**src/rtl/cbus_pkg.sv**
```systemverilog
package cbus_pkg;
  localparam int BYTE_W   = 8;
  localparam int STEP_W   = 3;
  localparam int HALVES_B = 2 * (BYTE_W + 1);
  localparam int HC_W     = $clog2(HALVES_B);

  typedef enum logic [2:0] {
    OP_IDLE, OP_START, OP_WBYTE, OP_RBYTE, OP_STOP
  } op_e;

  typedef enum logic [1:0] {
    SEL_ID, SEL_IDRD, SEL_SUB, SEL_DATA
  } sel_e;

  typedef struct packed {
    op_e  op;
    sel_e sel;
    logic last;
  } step_t;

  typedef struct packed {
    logic scl;
    logic oe;
    logic dout;
  } line_t;

  // Transaction script: the order of bus phases for each command kind.
  function automatic step_t script_step(input logic rd, input logic [STEP_W-1:0] idx);
    step_t s;
    s = '{op: OP_STOP, sel: SEL_ID, last: 1'b1};
    if (!rd) begin
      case (idx)
        3'd0: s = '{op: OP_START, sel: SEL_ID,   last: 1'b0};
        3'd1: s = '{op: OP_WBYTE, sel: SEL_ID,   last: 1'b0};
        3'd2: s = '{op: OP_WBYTE, sel: SEL_SUB,  last: 1'b0};
        3'd3: s = '{op: OP_WBYTE, sel: SEL_DATA, last: 1'b0};
        default: s = '{op: OP_STOP, sel: SEL_ID, last: 1'b1};
      endcase
    end else begin
      case (idx)
        3'd0: s = '{op: OP_START, sel: SEL_ID,   last: 1'b0};
        3'd1: s = '{op: OP_WBYTE, sel: SEL_ID,   last: 1'b0};
        3'd2: s = '{op: OP_WBYTE, sel: SEL_SUB,  last: 1'b0};
        3'd3: s = '{op: OP_STOP,  sel: SEL_ID,   last: 1'b0};
        3'd4: s = '{op: OP_START, sel: SEL_ID,   last: 1'b0};
        3'd5: s = '{op: OP_WBYTE, sel: SEL_IDRD, last: 1'b0};
        3'd6: s = '{op: OP_RBYTE, sel: SEL_ID,   last: 1'b0};
        default: s = '{op: OP_STOP, sel: SEL_ID, last: 1'b1};
      endcase
    end
    return s;
  endfunction
endpackage

```
**src/rtl/cbus_tick_gen.sv**
```systemverilog
module cbus_tick_gen #(
  parameter int DIV_W = 8
) (
  input  logic             clk,
  input  logic             rst,
  input  logic             run,
  input  logic [DIV_W-1:0] div,
  output logic             tick
);
  logic [DIV_W-1:0] cnt;

  assign tick = run && (cnt == div - 1'b1);

  always_ff @(posedge clk) begin
    if (rst || !run) cnt <= '0;
    else if (tick)   cnt <= '0;
    else             cnt <= cnt + 1'b1;
  end
endmodule

```
**src/rtl/cbus_bit_engine.sv**
```systemverilog
module cbus_bit_engine
  import cbus_pkg::*;
(
  input  logic              clk,
  input  logic              rst,
  input  logic              tick,
  input  op_e               op,
  input  logic [BYTE_W-1:0] tx_byte,
  input  logic              sda_in,
  output line_t             line,
  output logic              op_done,
  output logic [BYTE_W-1:0] rx_byte
);
  localparam int BIT_W = HC_W - 1;
  localparam int IDX_W = $clog2(BYTE_W);

  logic [HC_W-1:0]  hcnt;
  logic [HC_W-1:0]  last_half;
  logic [BIT_W-1:0] bitn;
  logic             in_data;
  logic [IDX_W-1:0] bidx;

  assign bitn    = hcnt[HC_W-1:1];
  assign in_data = bitn < BIT_W'(BYTE_W);
  assign bidx    = IDX_W'(BYTE_W - 1) - bitn[IDX_W-1:0];

  always_comb begin
    case (op)
      OP_START: last_half = '0;
      OP_STOP:  last_half = HC_W'(2);
      OP_WBYTE, OP_RBYTE: last_half = HC_W'(HALVES_B - 1);
      default:  last_half = '0;
    endcase
  end

  assign op_done = tick && (op != OP_IDLE) && (hcnt == last_half);

  // Half-period decode: odd half = clock high.
  always_comb begin
    line = '{scl: 1'b1, oe: 1'b0, dout: 1'b1};
    case (op)
      OP_START: line = '{scl: 1'b1, oe: 1'b1, dout: 1'b0};
      OP_STOP: begin
        line.scl  = (hcnt != '0);
        line.oe   = 1'b1;
        line.dout = (hcnt == HC_W'(2));
      end
      OP_WBYTE: begin
        line.scl  = hcnt[0];
        line.oe   = in_data;
        line.dout = in_data ? tx_byte[bidx] : 1'b1;
      end
      OP_RBYTE: begin
        line.scl  = hcnt[0];
        line.oe   = !in_data;
        line.dout = 1'b1;
      end
      default: line = '{scl: 1'b1, oe: 1'b0, dout: 1'b1};
    endcase
  end

  always_ff @(posedge clk) begin
    if (rst) begin
      hcnt    <= '0;
      rx_byte <= '0;
    end else begin
      if (op == OP_IDLE)  hcnt <= '0;
      else if (tick)      hcnt <= op_done ? '0 : hcnt + 1'b1;
      if (tick && op == OP_RBYTE && hcnt[0] && in_data)
        rx_byte <= {rx_byte[BYTE_W-2:0], sda_in};
    end
  end
endmodule

```
**src/rtl/cbus_sequencer.sv**
```systemverilog
module cbus_sequencer
  import cbus_pkg::*;
(
  input  logic              clk,
  input  logic              rst,
  input  logic              cmd_valid,
  input  logic              cmd_rd,
  input  logic [BYTE_W-1:0] cmd_id,
  input  logic [BYTE_W-1:0] cmd_sub,
  input  logic [BYTE_W-1:0] cmd_wdata,
  input  logic              op_done,
  input  logic [BYTE_W-1:0] rx_byte,
  output op_e               op,
  output logic [BYTE_W-1:0] tx_byte,
  output logic              busy,
  output logic              done,
  output logic [BYTE_W-1:0] rd_data
);
  logic [STEP_W-1:0] idx;
  logic              rd_q;
  logic [BYTE_W-1:0] id_q, sub_q, wd_q;
  step_t             step;

  assign step = script_step(rd_q, idx);
  assign op   = busy ? step.op : OP_IDLE;

  always_comb begin
    case (step.sel)
      SEL_ID:   tx_byte = id_q;
      SEL_IDRD: tx_byte = id_q | BYTE_W'(1);
      SEL_SUB:  tx_byte = sub_q;
      default:  tx_byte = wd_q;
    endcase
  end

  always_ff @(posedge clk) begin
    if (rst) begin
      busy    <= 1'b0;
      done    <= 1'b0;
      idx     <= '0;
      rd_q    <= 1'b0;
      id_q    <= '0;
      sub_q   <= '0;
      wd_q    <= '0;
      rd_data <= '0;
    end else begin
      done <= 1'b0;
      if (!busy) begin
        if (cmd_valid) begin
          busy  <= 1'b1;
          idx   <= '0;
          rd_q  <= cmd_rd;
          id_q  <= cmd_id;
          sub_q <= cmd_sub;
          wd_q  <= cmd_wdata;
        end
      end else if (op_done) begin
        if (step.last) begin
          busy <= 1'b0;
          done <= 1'b1;
          if (rd_q) rd_data <= rx_byte;
        end else begin
          idx <= idx + 1'b1;
        end
      end
    end
  end
endmodule

```
**src/rtl/camreg_master.sv**
```systemverilog
module camreg_master
  import cbus_pkg::*;
#(
  parameter int DIV_W = 8
) (
  input  logic             clk,
  input  logic             rst,
  input  logic [DIV_W-1:0] half_period,
  input  logic             cmd_valid,
  input  logic             cmd_rd,
  input  logic [7:0]       cmd_id,
  input  logic [7:0]       cmd_sub,
  input  logic [7:0]       cmd_wdata,
  output logic             busy,
  output logic             done,
  output logic [7:0]       rd_data,
  output logic             bus_scl,
  output logic             bus_sda_oe,
  output logic             bus_sda_out,
  input  logic             bus_sda_in
);
  op_e               op;
  logic [BYTE_W-1:0] tx_byte;
  logic [BYTE_W-1:0] rx_byte;
  logic              tick;
  logic              op_done;
  line_t             line;

  cbus_sequencer seq_i (
    .clk(clk), .rst(rst),
    .cmd_valid(cmd_valid), .cmd_rd(cmd_rd),
    .cmd_id(cmd_id), .cmd_sub(cmd_sub), .cmd_wdata(cmd_wdata),
    .op_done(op_done), .rx_byte(rx_byte),
    .op(op), .tx_byte(tx_byte),
    .busy(busy), .done(done), .rd_data(rd_data)
  );

  cbus_tick_gen #(.DIV_W(DIV_W)) tick_i (
    .clk(clk), .rst(rst), .run(busy), .div(half_period), .tick(tick)
  );

  cbus_bit_engine eng_i (
    .clk(clk), .rst(rst), .tick(tick), .op(op), .tx_byte(tx_byte),
    .sda_in(bus_sda_in), .line(line), .op_done(op_done), .rx_byte(rx_byte)
  );

  // Pad-facing outputs are registered.
  always_ff @(posedge clk) begin
    if (rst) begin
      bus_scl     <= 1'b1;
      bus_sda_oe  <= 1'b0;
      bus_sda_out <= 1'b1;
    end else begin
      bus_scl     <= line.scl;
      bus_sda_oe  <= line.oe;
      bus_sda_out <= line.dout;
    end
  end
endmodule

```
**config.mk**
```make
export PLATFORM = sky130hd
export DESIGN_NAME = camreg_master
export DESIGN_NICKNAME = d
export VERILOG_FILES = /design/src/rtl/cbus_pkg.sv /design/src/rtl/cbus_tick_gen.sv /design/src/rtl/cbus_bit_engine.sv /design/src/rtl/cbus_sequencer.sv /design/src/rtl/camreg_master.sv
export SDC_FILE = /design/constraint.sdc
export NUM_CORES = 1
export LEC_CHECK = 0
export ABC_AREA = 1
export BUFFER_PORTS_ARGS = -buffer_cell sky130_fd_sc_hd__buf_2
export CORE_MARGIN = 2
export CORE_UTILIZATION = 52
export CTS_CLUSTER_DIAMETER = 60
export DETAILED_ROUTE_END_ITERATION = 12
export PLACE_DENSITY_LB_ADDON = 0.08
export RECOVER_POWER = 50
export SLEW_MARGIN = 20
export SYNTH_ARGS = -nofsm -noshare
export SYNTH_HDL_FRONTEND = slang
export SYNTH_SLANG_ARGS = --single-unit
```
**constraint.sdc**
```tcl
create_clock -name clk -period 4.1 [get_ports clk]
set_input_delay 0.205 -clock clk [delete_from_list [all_inputs] [get_ports clk]]
set_output_delay 0.205 -clock clk [all_outputs]
set_load 0.05 [all_outputs]
```
Word-level counts from Yosys, hierarchy flattened
Index checks and enable logic that the tools add are counted.
- $add $sub $neg: 5
- multipliers: 0
- div/mod/pow operators: 0
- magnitude comparators: 2
- equality and inequality tests: 17
- shift-type cells: 0
- multiplexer cells: 20
- bitwise logic cells: 2
- reductions and logical operators: 23
- operators with widths (operator ; number):
    6-bit case mux with 6 select lines ; 1
    6-bit case mux with 4 select lines ; 1
    8-bit case mux with 3 select lines ; 1
    3-bit 2-to-1 mux ; 5
    3-bit by 2-bit equality test with 1-bit output, second input constant ; 4
    3-bit equality test, second input constant ; 4
    3-bit case mux with 4 select lines ; 1
    5-bit case mux with 2 select lines ; 1
    8-bit by 1-bit adder with 8-bit output, second input constant ; 1
    8-bit equality test ; 1
    2-bit OR reduction ; 4
    8-bit by 1-bit subtractor with 8-bit output, second input constant ; 1
    1-bit 2-to-1 mux ; 7
    3-bit by 1-bit equality test with 1-bit output, second input constant ; 2
    1-bit logical AND ; 6
    3-bit zero test ; 2
    6-bit 2-to-1 mux ; 1
    5-bit by 1-bit adder with 5-bit output, second input constant ; 1
    5-bit by 2-bit equality test with 1-bit output, second input constant ; 1
    5-bit equality test ; 1
    5-bit 2-to-1 mux ; 1
    5-bit nonzero test ; 1
    3-bit by 4-bit less-than comparator with 1-bit output, second input constant ; 1
    4-bit less-than comparator, second input constant ; 1
    other kinds (17) ; 19
- flip-flop bits (word level): 62
- bits in latches: 0
- memory bits (writable): 0
- memory bits (read-only): 0
- input port bits: 37
- output and inout bits: 13
- word-level logic and storage cells: 83
- memories: 0

Depth between registers and ports, before layout
- depth in word-level cells: 12
- gate-level depth with buffers: 16
- depth with buffers taken out: 16

Modules after synthesis
From an unflattened synthesis, not the netlist that was laid out.
- cells, all modules: 469
- area, all modules: 3235.6 sq um
- modules (own cells, without submodules) (module ; instances ; cells each ; area each (sq um) ; sequential area each (sq um)):
    cbus_sequencer ; 1 ; 242 ; 1746.7 ; 760.7
    cbus_bit_engine ; 1 ; 125 ; 794.5 ; 260.2
    cbus_tick_gen ; 1 ; 92 ; 608.1 ; 160.2
    camreg_master ; 1 ; 10 ; 86.3 ; 60.1

Worst setup path before layout
Ideal clock, no wire load.
- path type: register -> register
- start point: register seq_i.busy
- end point: register eng_i.rx_byte[1]
- library setup time: 116 ps
- arrival time: 1976 ps
- data required time: 3984 ps
- path slack: 2008 ps
- stages on the path, launching flop included: 13
- buffers on the path: 1
- period minus slack after synthesis: 2092 ps
- cells stage by stage: dfxtp_1 -> inv_2 -> a21oi_2 -> o21ai_1 -> nor2_1 -> nand3_1 -> nor2_2 -> nand2_4 -> nor2_2 -> buf_4 -> nand2_2 -> o21ai_0 -> nor2_1
- cells in the longest elaborated chain, start to end: 5
- elaborated cells between the ends (all ways): 6
- those cells by class: 1 x eq/ne; 1 x mux; 4 x reduce/logical
- ends and longest elaborated chain (what ; line ; RTL):
    from (decl) ; cbus_sequencer.sv:15 ; output logic busy,
    from (signal assigned) ; cbus_sequencer.sv:38 ; busy <= 1'b0;
    from (signal assigned) ; cbus_sequencer.sv:50 ; busy <= 1'b1;
    from (signal assigned) ; cbus_sequencer.sv:59 ; busy <= 1'b0;
    3-bit 2-to-1 mux ; cbus_sequencer.sv:25 ; assign op = busy ? step.op : OP_IDLE;
    3-bit by 2-bit equality test with 1-bit output ; cbus_bit_engine.sv:69 ; if (tick && op == OP_RBYTE && hcnt[0] && in_data)
    1-bit logical AND * (3 in series) ; cbus_bit_engine.sv:69 ;
    to (signal assigned) ; cbus_bit_engine.sv:70 ; rx_byte <= {rx_byte[BYTE_W-2:0], sda_in};
    to (decl) ; cbus_bit_engine.sv:12 ; output logic [BYTE_W-1:0] rx_byte
Mark *: on every way between the ends. The rest lies on a longest branch, timed or not.
A chain may end at the register's enable or synchronous reset.

Final worst setup path
- start point: register seq_i.idx[1]
- end point: register eng_i.rx_byte[2]
- cells in the longest elaborated chain, start to end: 9
- elaborated cells between the ends (all ways): 16
- those cells by class: 7 x eq/ne; 4 x mux; 5 x reduce/logical
- ends and longest elaborated chain (what ; line ; RTL):
    from (decl) ; cbus_sequencer.sv:19 ; logic [STEP_W-1:0] idx;
    from (signal assigned) ; cbus_sequencer.sv:63 ; idx <= idx + 1'b1;
    3-bit equality test / 3-bit zero test (equally long branches) ; cbus_pkg.sv:40, cbus_pkg.sv:32 ;
    2-bit OR reduction (no line) ; -- ;
    6-bit case mux with 6 select lines ; cbus_pkg.sv:40 ; case (idx)
    6-bit 2-to-1 mux * ; cbus_pkg.sv:31 ; if (!rd) begin
    3-bit 2-to-1 mux * ; cbus_sequencer.sv:25 ;
    3-bit by 2-bit equality test with 1-bit output * ; cbus_bit_engine.sv:69 ;
    1-bit logical AND * (3 in series) ; cbus_bit_engine.sv:69 ;
Marks and branches as above.

==> results.json <==
{
  "cts_sinks": 62,
  "fp.dieW_um": 83.6,
  "n_fill_cell": 579,
  "grt_setup_unrepaired": "false",
  "drt_iter0_markers": 140,
  "worst_pin_slew_ns": 0.603,
  "htree_levels": 3,
  "slowest_delay_ns": 0.48,
  "cts_tree": "yes",
  "fin_crit_sh_pct": 60.7,
  "cpMaxStageDelayCell": "nor2_1",
  "cts_hold_buf": 0,
  "power.internal_uw": 997,
  "synth_edf_count": 0,
  "seqPwrFrac_pct": 48.3,
  "startpoint_type": "flop",
  "skew_ns": 0.0105,
  "routed_wl_um": 7020,
  "path_cells": "ha_1 > ha_1 > inv_1 > nand4_2 > nand2_2 > inv_2 > nand3_1 > nor2_1 > nand2_2 > o21ai_0 > nor2_1",
  "p_per_area_nw_per_um2": 356,
  "p_sw_share_pct": 25.6,
  "r2r_start": "seq_i.idx[1]",
  "diodes": 0,
  "maxCapViolCount": 0,
  "worst_ep_arrival_time_ns": 2.71,
  "netlist.area_leader.share_pct": 37.7,
  "grt_pass1_vias": 2802,
  "yosysTopAreaCell": "dfxtp_1",
  "die-area_um2": 6990,
  "pwr-share-comb_pct": 11.3,
  "clockBufferDepth": 2,
  "async_flop_share_pct": 0,
  "final_antenna_net_count": 0,
  "pin_count": 50,
  "num_vias": 3053,
  "antenna_found_initial": 0,
  "clkPwrFrac_pct": 40.4,
  "wire_per_inst_um": 11.6,
  "dieHeight_um": 83.6,
  "drc": 0,
  "ys_warn_count": 0,
  "fp.coreArea_um2": 6030,
  "clk_pin_slew_ns": 0.07,
  "r2r_end": "eng_i.rx_byte[2]",
  "numCtsBuffers": 9,
  "post-route-util_pct": 62.4,
  "initial_utilization_pct": 54.7,
  "rows": 28,
  "final.setup.tns_ns": 0,
  "final_area_um2": 3760,
  "gp_congestion": 0.891,
  "synth_nets": 522,
  "drive_gt1_share_pct": 15.0,
  "first_pass_iters": 4,
  "postSynthAreaPerCell_um2": 6.98,
  "vdd_drop_max_mv": 0.301,
  "dp_hpwl_um": 5210,
  "nets": 573,
  "ctsResizeCount": 0,
  "grt_pass1_wl_um": 12000,
  "leakage_nw": 1.73,
  "reg2regPathDepth": 11,
  "insertion_delay_ns": 0.33,
  "end_kind": "flop",
  "post_drt_via_cell_ratio": 5.06,
  "portBuffers": 49,
  "yosys-top-cells-area": "dfxtp_1 (38%), nand2_1 (12%), nor2_1 (11%), o21ai_0 (5.5%), ha_1 (4.9%)",
  "cp_max_fo": 9,
  "synth_ff_type": "dfxtp_1",
  "slew_headroom_pct": 59.6,
  "holdPathStages": 3,
  "netlist_instances": 472,
  "slew_viol_final": 0,
  "ff2ff_setup_slack_ns": 1.61,
  "setup_viol": 0,
  "crit_type": "reg2reg",
  "status": "completed",
  "worstHoldEndpoint": "eng_i.rx_byte[0]",
  "hold_violations": 0,
  "ys_types": 35,
  "hold_path.class": "in2reg",
  "power.total_mw": 1.34,
  "timing.final.crit_period_ns": 2.49,
  "ys_seq_area_share_pct": 37.7,
  "root_buffer": "clkbuf_8",
  "ys_seq_elements": 62,
  "grt_usage_pct": 20.5,
  "fmax_mhz": 402,
  "syn_area_um2": 3290,
  "postCtsSetupBuffers": 0,
  "hp-start": "bus_sda_in",
  "placed_area_um2": 3590,
  "p_switching_uw": 343,
  "area_growth_pct": 14.2,
  "overflow": 0,
  "crit_required_ns": 4.32,
  "grt_max_degree": 45
}
==> state kept, by name (all words and copies together) (netlist names), 3 cells and up <==
register / count
tick_i.cnt: 8
eng_i.rx_byte: 8
seq_i.id_q: 8
seq_i.wd_q: 8
eng_i.hcnt: 5
seq_i.idx: 3
seq_i.sub_q: 8
seq_i.rd_data: 8
==> worst max-delay path by stage <==
stage            startpoint          endpoint  slack [ns]  cells past startpoint
2_1_floorplan    seq_i.busy  eng_i.rx_byte[1]        2.01                     12
3_3_place_gp   seq_i.idx[0]  eng_i.rx_byte[2]        1.76                     11
3_5_place_dp   seq_i.idx[1]  eng_i.rx_byte[2]        1.70                     11
4_1_cts        seq_i.idx[1]  eng_i.rx_byte[2]        1.65                     11
5_1_grt          seq_i.busy  eng_i.rx_byte[2]        1.34                     11
6_report       seq_i.idx[1]  eng_i.rx_byte[2]        1.61                     11
==> layout make-up <==
class	instances	area (µm²)	share of cell area (%)
multi-input cells	350	1800	47.9
flip-flops and latches	62	1240	33.0
repair buffers	51	240	6.39
inverters	49	184	4.89
clock buffers	13	159	4.22
well taps	75	93.8	2.49
clock inverters	3	42.5	1.13
==> cells in the final DEF, fill, tap and decap left out, types with 2 or more instances in the layout <==
master | synthesis | routed
inv_2 | 6 | 5
nand4_1 | 5 | 5
dfxtp_1 | 62 | 62
nor3b_1 | 3 | 3
xor2_1 | 8 | 8
clkbuf_1 | 8 | 16
xnor2_1 | 5 | 5
o21ai_0 | 36 | 37
nor3_1 | 4 | 4
inv_1 | 43 | 44
clkbuf_8 | 0 | 11
nand3_1 | 26 | 26
nand2_1 | 101 | 102
nor2_4 | 3 | 3
a21oi_1 | 18 | 19
nor2_1 | 93 | 93
nand2_2 | 6 | 6
ha_1 | 13 | 13
o21ai_1 | 5 | 4
nor2_2 | 5 | 5
buf_2 | 0 | 36
nand3_2 | 2 | 2
o2111ai_1 | 3 | 3
a21oi_2 | 4 | 3
==> power groups by stage <==
stage / logic, mW / clock network (mW) / registers, mW
detailed placement: 0.154 / 0 / 0.661
CTS: 0.155 / 0.550 / 0.647
floorplan: 0.0999 / 0 / 0.667
global route: 0.171 / 0.576 / 0.650
finish: 0.151 / 0.542 / 0.647
global placement: 0.151 / 0 / 0.660
==> through the flow <==
step / instances / hold slack (ns) / setup slack, ns
floorplan: 472 / 0.274 / 2.01
global placement: 587 / 0.441 / 1.76
detailed placement: 587 / 0.448 / 1.70
CTS: 603 / 0.101 / 1.65
global route: 603 / 0.115 / 1.34
finish: 603 / 0.107 / 1.61
==> cell families after synthesis <==
kind of cell	Yosys count	share of synthesized area, %
AND/OR/NAND/NOR	253	34.1
AO/OA/AOI/OAI	71	12.6
flip-flops	62	37.7
buffers and inverters	60	7.29
XOR/XNOR	13	3.46
adder cells (fa/ha/maj)	13	4.94
==> layer usage <==
layer / part of all wire (%) / up-vias / global-route usage, %
met5: 0 / - / 0
met4: 1.3 / 0 / 6.30
met3: 4.8 / 11 / 4.75
met2: 45 / 79 / 34.0
met1: 48 / 1349 / 26.4
li1: - / 1614 / -
==> synthesized netlist by cell type, types with 2 or more instances <==
cell type / instances
dfxtp_1: 62
inv_2: 6
a21oi_2: 4
nand4_1: 5
inv_1: 43
nand3_2: 2
o21ai_0: 36
nor2_2: 5
o21ai_1: 5
clkbuf_1: 8
a21oi_1: 18
ha_1: 13
nand3_1: 26
nand2_2: 6
nor3_1: 4
xnor2_1: 5
o2111ai_1: 3
nor2_1: 93
nor3b_1: 3
xor2_1: 8
nor2_4: 3
nand2_1: 101
==> worst max-delay path, delay by kind of cell (launching register included) <==
family          cells  cell delay [ns]
compound gates      1             0.24
fa+ha+maj           2             0.50
buf+inv             2             0.17
flops               1             0.41
simple gates        6             1.07
Power figures use the tool's default switching activity.
